File: src/rtl/pic_pair_pkg.sv
package pic_pair_pkg;
  // register selector on the config port
  typedef enum logic {
    CFG_BASE = 1'b0,
    CFG_MASK = 1'b1
  } cfg_reg_e;
endpackage

File: src/rtl/pic_unit.sv
// One eight-input controller: pending, in-service, mask and vector base.
module pic_unit
  import pic_pair_pkg::*;
#(
  parameter int N  = 8,
  parameter int VW = 8,
  parameter logic [VW-1:0] BASE_RST = '0
) (
  input  logic          clk,
  input  logic          rst,
  input  logic [N-1:0]  set_bits,
  input  logic [N-1:0]  ack_bits,
  input  logic          cfg_we,
  input  cfg_reg_e      cfg_reg,
  input  logic [VW-1:0] cfg_data,
  output logic [N-1:0]  irr,
  output logic [N-1:0]  isr,
  output logic [N-1:0]  imr,
  output logic [VW-1:0] base
);
  always_ff @(posedge clk) begin
    if (rst) begin
      irr  <= '0;
      isr  <= '0;
      imr  <= '0;
      base <= BASE_RST;
    end else begin
      // a new request on the same edge as its acknowledge stays latched
      irr <= (irr & ~ack_bits) | set_bits;
      isr <= isr | ack_bits;
      if (cfg_we) begin
        if (cfg_reg == CFG_MASK) imr <= cfg_data[N-1:0];
        else                     base <= cfg_data;
      end
    end
  end
endmodule

File: src/rtl/pic_first_set.sv
// Lowest set bit finder.
module pic_first_set #(
  parameter int W = 16,
  localparam int IXW = $clog2(W)
) (
  input  logic [W-1:0]   bits,
  output logic           found,
  output logic [IXW-1:0] idx
);
  always_comb begin
    found = 1'b0;
    idx   = '0;
    for (int i = W - 1; i >= 0; i--) begin
      if (bits[i]) begin
        found = 1'b1;
        idx   = IXW'(i);
      end
    end
  end
endmodule

File: src/rtl/pic_window.sv
// Tests whether a vector lies in [base, base+N-1], without wrap-around.
module pic_window #(
  parameter int N  = 8,
  parameter int VW = 8
) (
  input  logic [VW-1:0] vec,
  input  logic [VW-1:0] base,
  output logic          hit
);
  logic [VW:0] lo, hi, v;
  always_comb begin
    v   = {1'b0, vec};
    lo  = {1'b0, base};
    hi  = lo + (VW+1)'(N - 1);
    hit = (v >= lo) && (v <= hi);
  end
endmodule

File: src/rtl/pic_pair.sv
module pic_pair
  import pic_pair_pkg::*;
#(
  parameter int N_PER = 8,
  parameter int VW    = 8,
  parameter int CASCADE_LINE  = 2,
  parameter int REDIRECT_LINE = 9,
  parameter logic [VW-1:0] MST_BASE_RST = 8'h20,
  parameter logic [VW-1:0] SLV_BASE_RST = 8'h28,
  localparam int LINES = 2 * N_PER,
  localparam int LW    = $clog2(LINES) + 1
) (
  input  logic             clk,
  input  logic             rst,
  input  logic             req_valid,
  input  logic [LW-1:0]    req_line,
  input  logic             ack_valid,
  input  logic [VW-1:0]    ack_vec,
  input  logic             cfg_we,
  input  logic             cfg_sel,
  input  logic             cfg_reg,
  input  logic [VW-1:0]    cfg_data,
  output logic             irq_out,
  output logic [VW-1:0]    vec_out,
  output logic             err_raise,
  output logic             err_ack,
  output logic [LINES-1:0] irr_o,
  output logic [LINES-1:0] isr_o
);
  localparam int IW = $clog2(N_PER);
  localparam int UNITS = 2;

  logic             line_ok;
  logic [LINES-1:0] set_all;
  logic [N_PER-1:0] irr_u  [UNITS];
  logic [N_PER-1:0] isr_u  [UNITS];
  logic [N_PER-1:0] imr_u  [UNITS];
  logic [N_PER-1:0] ack_u  [UNITS];
  logic [VW-1:0]    base_u [UNITS];
  logic [UNITS-1:0] hit;
  logic [N_PER-1:0] ack_onehot;
  logic [LINES-1:0] pending;
  logic             found;
  logic [IW:0]      first_idx;
  logic [VW-1:0]    sel_base;
  logic [VW-1:0]    vec_next;

  // request routing, including the cascade redirection
  always_comb begin
    line_ok = req_line < LW'(LINES);
    set_all = '0;
    if (req_valid && line_ok) begin
      set_all[req_line[LW-2:0]] = 1'b1;
      if (req_line == LW'(CASCADE_LINE)) set_all[REDIRECT_LINE] = 1'b1;
    end
  end

  assign ack_onehot = N_PER'(1) << ack_vec[IW-1:0];

  generate
    for (genvar u = 0; u < UNITS; u++) begin : g_unit
      pic_window #(.N(N_PER), .VW(VW)) win (
        .vec(ack_vec), .base(base_u[u]), .hit(hit[u])
      );
      pic_unit #(
        .N(N_PER), .VW(VW),
        .BASE_RST((u == 0) ? MST_BASE_RST : SLV_BASE_RST)
      ) unit (
        .clk(clk), .rst(rst),
        .set_bits(set_all[u*N_PER +: N_PER]),
        .ack_bits(ack_u[u]),
        .cfg_we(cfg_we && (cfg_sel == 1'(u))),
        .cfg_reg(cfg_reg_e'(cfg_reg)),
        .cfg_data(cfg_data),
        .irr(irr_u[u]), .isr(isr_u[u]), .imr(imr_u[u]), .base(base_u[u])
      );
      assign pending[u*N_PER +: N_PER] = irr_u[u] & ~imr_u[u];
      assign irr_o[u*N_PER +: N_PER]   = irr_u[u];
      assign isr_o[u*N_PER +: N_PER]   = isr_u[u];
    end
  endgenerate

  // primary window decoded first
  assign ack_u[0] = (ack_valid && hit[0]) ? ack_onehot : '0;
  assign ack_u[1] = (ack_valid && !hit[0] && hit[1]) ? ack_onehot : '0;

  pic_first_set #(.W(LINES)) scan (
    .bits(pending), .found(found), .idx(first_idx)
  );

  always_comb begin
    sel_base = first_idx[IW] ? base_u[1] : base_u[0];
    vec_next = found ? sel_base + VW'(first_idx[IW-1:0]) : '0;
  end

  always_ff @(posedge clk) begin
    if (rst) begin
      irq_out   <= 1'b0;
      vec_out   <= '0;
      err_raise <= 1'b0;
      err_ack   <= 1'b0;
    end else begin
      irq_out   <= found;
      vec_out   <= vec_next;
      err_raise <= req_valid && !line_ok;
      err_ack   <= ack_valid && (hit == '0);
    end
  end
endmodule

File: config.mk
export PLATFORM = sky130hd
export DESIGN_NAME = pic_pair
export DESIGN_NICKNAME = d
export VERILOG_FILES = /design/src/rtl/pic_pair_pkg.sv /design/src/rtl/pic_unit.sv /design/src/rtl/pic_first_set.sv /design/src/rtl/pic_window.sv /design/src/rtl/pic_pair.sv
export SDC_FILE = /design/constraint.sdc
export NUM_CORES = 1
export LEC_CHECK = 0
export BUFFER_PORTS_ARGS = -buffer_cell sky130_fd_sc_hd__buf_2
export CAP_MARGIN = 20
export CORE_UTILIZATION = 45
export CTS_CLUSTER_SIZE = 14
export DETAILED_ROUTE_END_ITERATION = 8
export PLACE_DENSITY_LB_ADDON = 0.25
export SLEW_MARGIN = 20
export SYNTH_ARGS = -nofsm -noshare
export SYNTH_HDL_FRONTEND = slang
export SYNTH_SLANG_ARGS = --single-unit
File: constraint.sdc
create_clock -name clk -period 3.3 [get_ports clk]
set_input_delay 0.33 -clock clk [delete_from_list [all_inputs] [get_ports clk]]
set_output_delay 0.33 -clock clk [all_outputs]
set_load 0.05 [all_outputs]
==> results_dict.tcl <==
set metrics [dict create \
    worst-path-max-fanout 9 \
    cts-root-buf "clkbuf_8" \
    htreeDepth 3 \
    hold_ws_ns 0.1975 \
    grt_util_all_layers 0.2506 \
    post-route-period-util 0.9222 \
    core_area_mm2 0.009240 \
    p_switching_mw 0.6311 \
    grt_pass1_wl_um 18980 \
    p_int_mw 1.418 \
    syn-num-nets 565 \
    io_buffers 70 \
    grt_max_degree 51 \
    hpwl_um 8978 \
    dr.pass1.iters 5 \
    finalMaxSlewViolations 0 \
    postSynthAreaPerCell_um2 8.563 \
    grt_util_met1 0.3252 \
    busiest_layer "met2" \
    slowest_delay_ns 0.46 \
    worst-setup-path-type "register to register" \
    synth_edf_count 0 \
    arrival_ns 3.31 \
    grt.met3_usage 0.06044 \
    skew_ns 0.009126 \
    drc 0 \
    setup_violations 0 \
    combPwrFrac 0.182 \
    vias 3876 \
    max_freq_mhz 328.6 \
    yosys_warnings 0 \
    synth-seq-area-share 0.3514 \
    finalSetupTns_ns 0 \
    wirelength_um 11630 \
    crit_path_cell_trace "inv_1 > ha_1 > nand2_1 > nand2_1 > xnor2_1 > ha_1 > a21o_1 > a22oi_2 > o211ai_2 > a311oi_4 > buf_4 > a41oi_1 > a31o_1" \
    antenna_found_initial 0 \
    clk_latency_ns 0.37 \
    layoutNonFillerInstCount 708 \
    synth_seq_cells 75 \
    fillCellCount 884 \
    cts_tree "yes" \
    multi_input_area_mm2 0.002574 \
    maxSlewHeadroom 0.4483 \
    period_needed_ns 3.043 \
    n_antenna_cell 0 \
    crit_required_ns 3.57 \
    netlist_instances 499 \
    final_core_util 0.5388 \
    final_common_cell "dfxtp_1" \
    syn_area_mm2 0.004273 \
    power.density_mw_per_mm2 411.7 \
    synthFlopType "dfxtp_1" \
    clkTransAtPathRegs_ns 0.09 \
    drv_cap 0 \
    worstMarginPinSlew_ns 0.8266 \
    status "finished, final reports clean" \
    layout_common_cells "dfxtp_1, buf_2, nor2_1" \
    cts_setup_buffers 0 \
    seq_power_share 0.463 \
    power_mw 2.049 \
    dp_cells 692 \
    hold_viol_final 0 \
    netSwitchingFraction 0.3079 \
    crit_slowest_cell "a311oi_4" \
    gp_congestion 0.8916 \
    wl_per_cell_um 16.42 \
    fp.dieW_um 99.45 \
    cts_num_sinks 75 \
    holdBufCountCts 0 \
    irDropWorstVdd_mv 0.2354 \
    drtAntennaViolNets 0 \
    drive_gt1_frac 0.1813 \
    min_path_type "input pin to register" \
    drt_iter0_drc 199 \
    start_util 0.4624 \
    viasPerCell 5.475 \
    cts_buffers 9 \
    ios 71 \
    clock_path_buffers 2 \
    ff_latch_area_mm2 0.001501 \
    cts_resized 0 \
    start_kind "register" \
    grt_use_met2 0.4188 \
    areaGrowthSynthToFinish_pct 16.52 \
    grt_pass1_vias 3715 \
    async_flop_share 0 \
    grt_setup_unrepaired "no" \
    nNetsFinal 640 \
    crit_path_end_kind "register" \
    power_leakage_nw 2.265 \
    fp.dieH_um 99.45 \
    pwr-share-clk 0.355 \
    die-area_mm2 0.009889 \
    overflow 0 \
    synth.distinct_cells 55 \
    num_rows 35 \
]
## stage by stage
stage               worst slack [ns]  area [um2]
global route                 0.08279        4979
global placement              0.4008        4778
finish                        0.2567        4979
detailed placement            0.3058        4778
CTS                           0.2987        4979
floorplan                     0.3467        4273
## cells in the mapped netlist, types with 3 or more instances
| master | n | share of area |
|---|---|---|
| a22o_1 | 8 | 0.016 |
| and2_1 | 3 | 0.0044 |
| o21ai_0 | 12 | 0.014 |
| a31oi_1 | 4 | 0.0059 |
| nand2_1 | 50 | 0.044 |
| o32ai_1 | 6 | 0.012 |
| nand2b_1 | 15 | 0.022 |
| a21oi_1 | 28 | 0.033 |
| dfxtp_1 | 75 | 0.35 |
| or2_2 | 4 | 0.0059 |
| o211ai_1 | 4 | 0.0070 |
| nor2b_1 | 12 | 0.018 |
| mux2i_1 | 18 | 0.042 |
| ha_1 | 37 | 0.11 |
| buf_1 | 3 | 0.0026 |
| nor2_1 | 67 | 0.059 |
| and4_1 | 6 | 0.012 |
| o2111ai_1 | 3 | 0.0062 |
| xnor2_1 | 21 | 0.043 |
| inv_1 | 37 | 0.033 |
| nor3_1 | 6 | 0.0070 |
| a21o_1 | 7 | 0.012 |
| o41ai_1 | 4 | 0.0082 |
| nand4_1 | 6 | 0.0088 |
| a311oi_1 | 3 | 0.0062 |
| clkbuf_1 | 7 | 0.0062 |
| nand3_1 | 8 | 0.0094 |
| a211oi_1 | 8 | 0.014 |
| o21a_1 | 7 | 0.012 |
## worst max-delay path, delay by kind of cell (launching register included)
kind	cells	cell delay [ns]
flip-flops	1	0.41
XOR/XNOR	1	0.13
AO/OA/AOI/OAI	6	1.29
adder cells (fa/ha/maj)	2	0.55
buffers and inverters	2	0.35
AND/OR/NAND/NOR	2	0.21
## power groups by stage
| stage | clock [mW] | combinational [mW] | sequential (mW) |
|---|---|---|---|
| 5_1_grt | 0.780 | 0.411 | 0.953 |
| 3_3_place_gp | 0 | 0.362 | 0.969 |
| 3_5_place_dp | 0 | 0.368 | 0.969 |
| 2_1_floorplan | 0 | 0.218 | 1.01 |
| 4_1_cts | 0.739 | 0.371 | 0.949 |
| 6_report | 0.729 | 0.372 | 0.949 |
## layer usage
metal  vias up  part of all wire
li1       1909                 -
met1      1811              0.45
met2       138              0.47
met3        18             0.064
met4         0             0.016
met5         -                 0
## registers in the layout, indices dropped and copies added, names as in the netlist
register and flops:
g_unit.unit.base 16, g_unit.unit.imr 16, g_unit.unit.irr 16, g_unit.unit.isr 16, vec_out 8, err_ack 1, err_raise 1, irq_out 1
## cells by family (layout without fill, tap and decap cells)
family	after synthesis	count (layout)	share of synthesized area
AOI/OAI and AO/OA	109	109	0.1903
xor gates and xnor gates	22	22	0.04510
adders and majority gates	38	38	0.1130
buffers and inverters	50	130	0.04626
DFF	75	75	0.3514
muxes	18	18	0.04217
and+or+nand+nor	187	187	0.2117
## final timing paths
path / startpoint / end / slack (ns) / depth (start not counted)
min: req_valid / err_raise / 0.20 / 2
min reg2reg: g_unit[0].unit.isr[3] / g_unit[0].unit.isr[3] / 0.46 / 2
max: g_unit[0].unit.base[0] / g_unit[0].unit.irr[0] / 0.26 / 13
max reg2reg: g_unit[0].unit.base[0] / g_unit[0].unit.irr[0] / 0.26 / 13
## layout make-up
type	count	share of cell area
multi-input cells	374	0.5170
flip-flops and latches	75	0.3016
repair buffers	77	0.08092
well taps	129	0.03242
inverters	37	0.02790
clock buffers	10	0.02563
clock inverters	6	0.01458
Note: power is estimated with default switching activity, not from simulation.
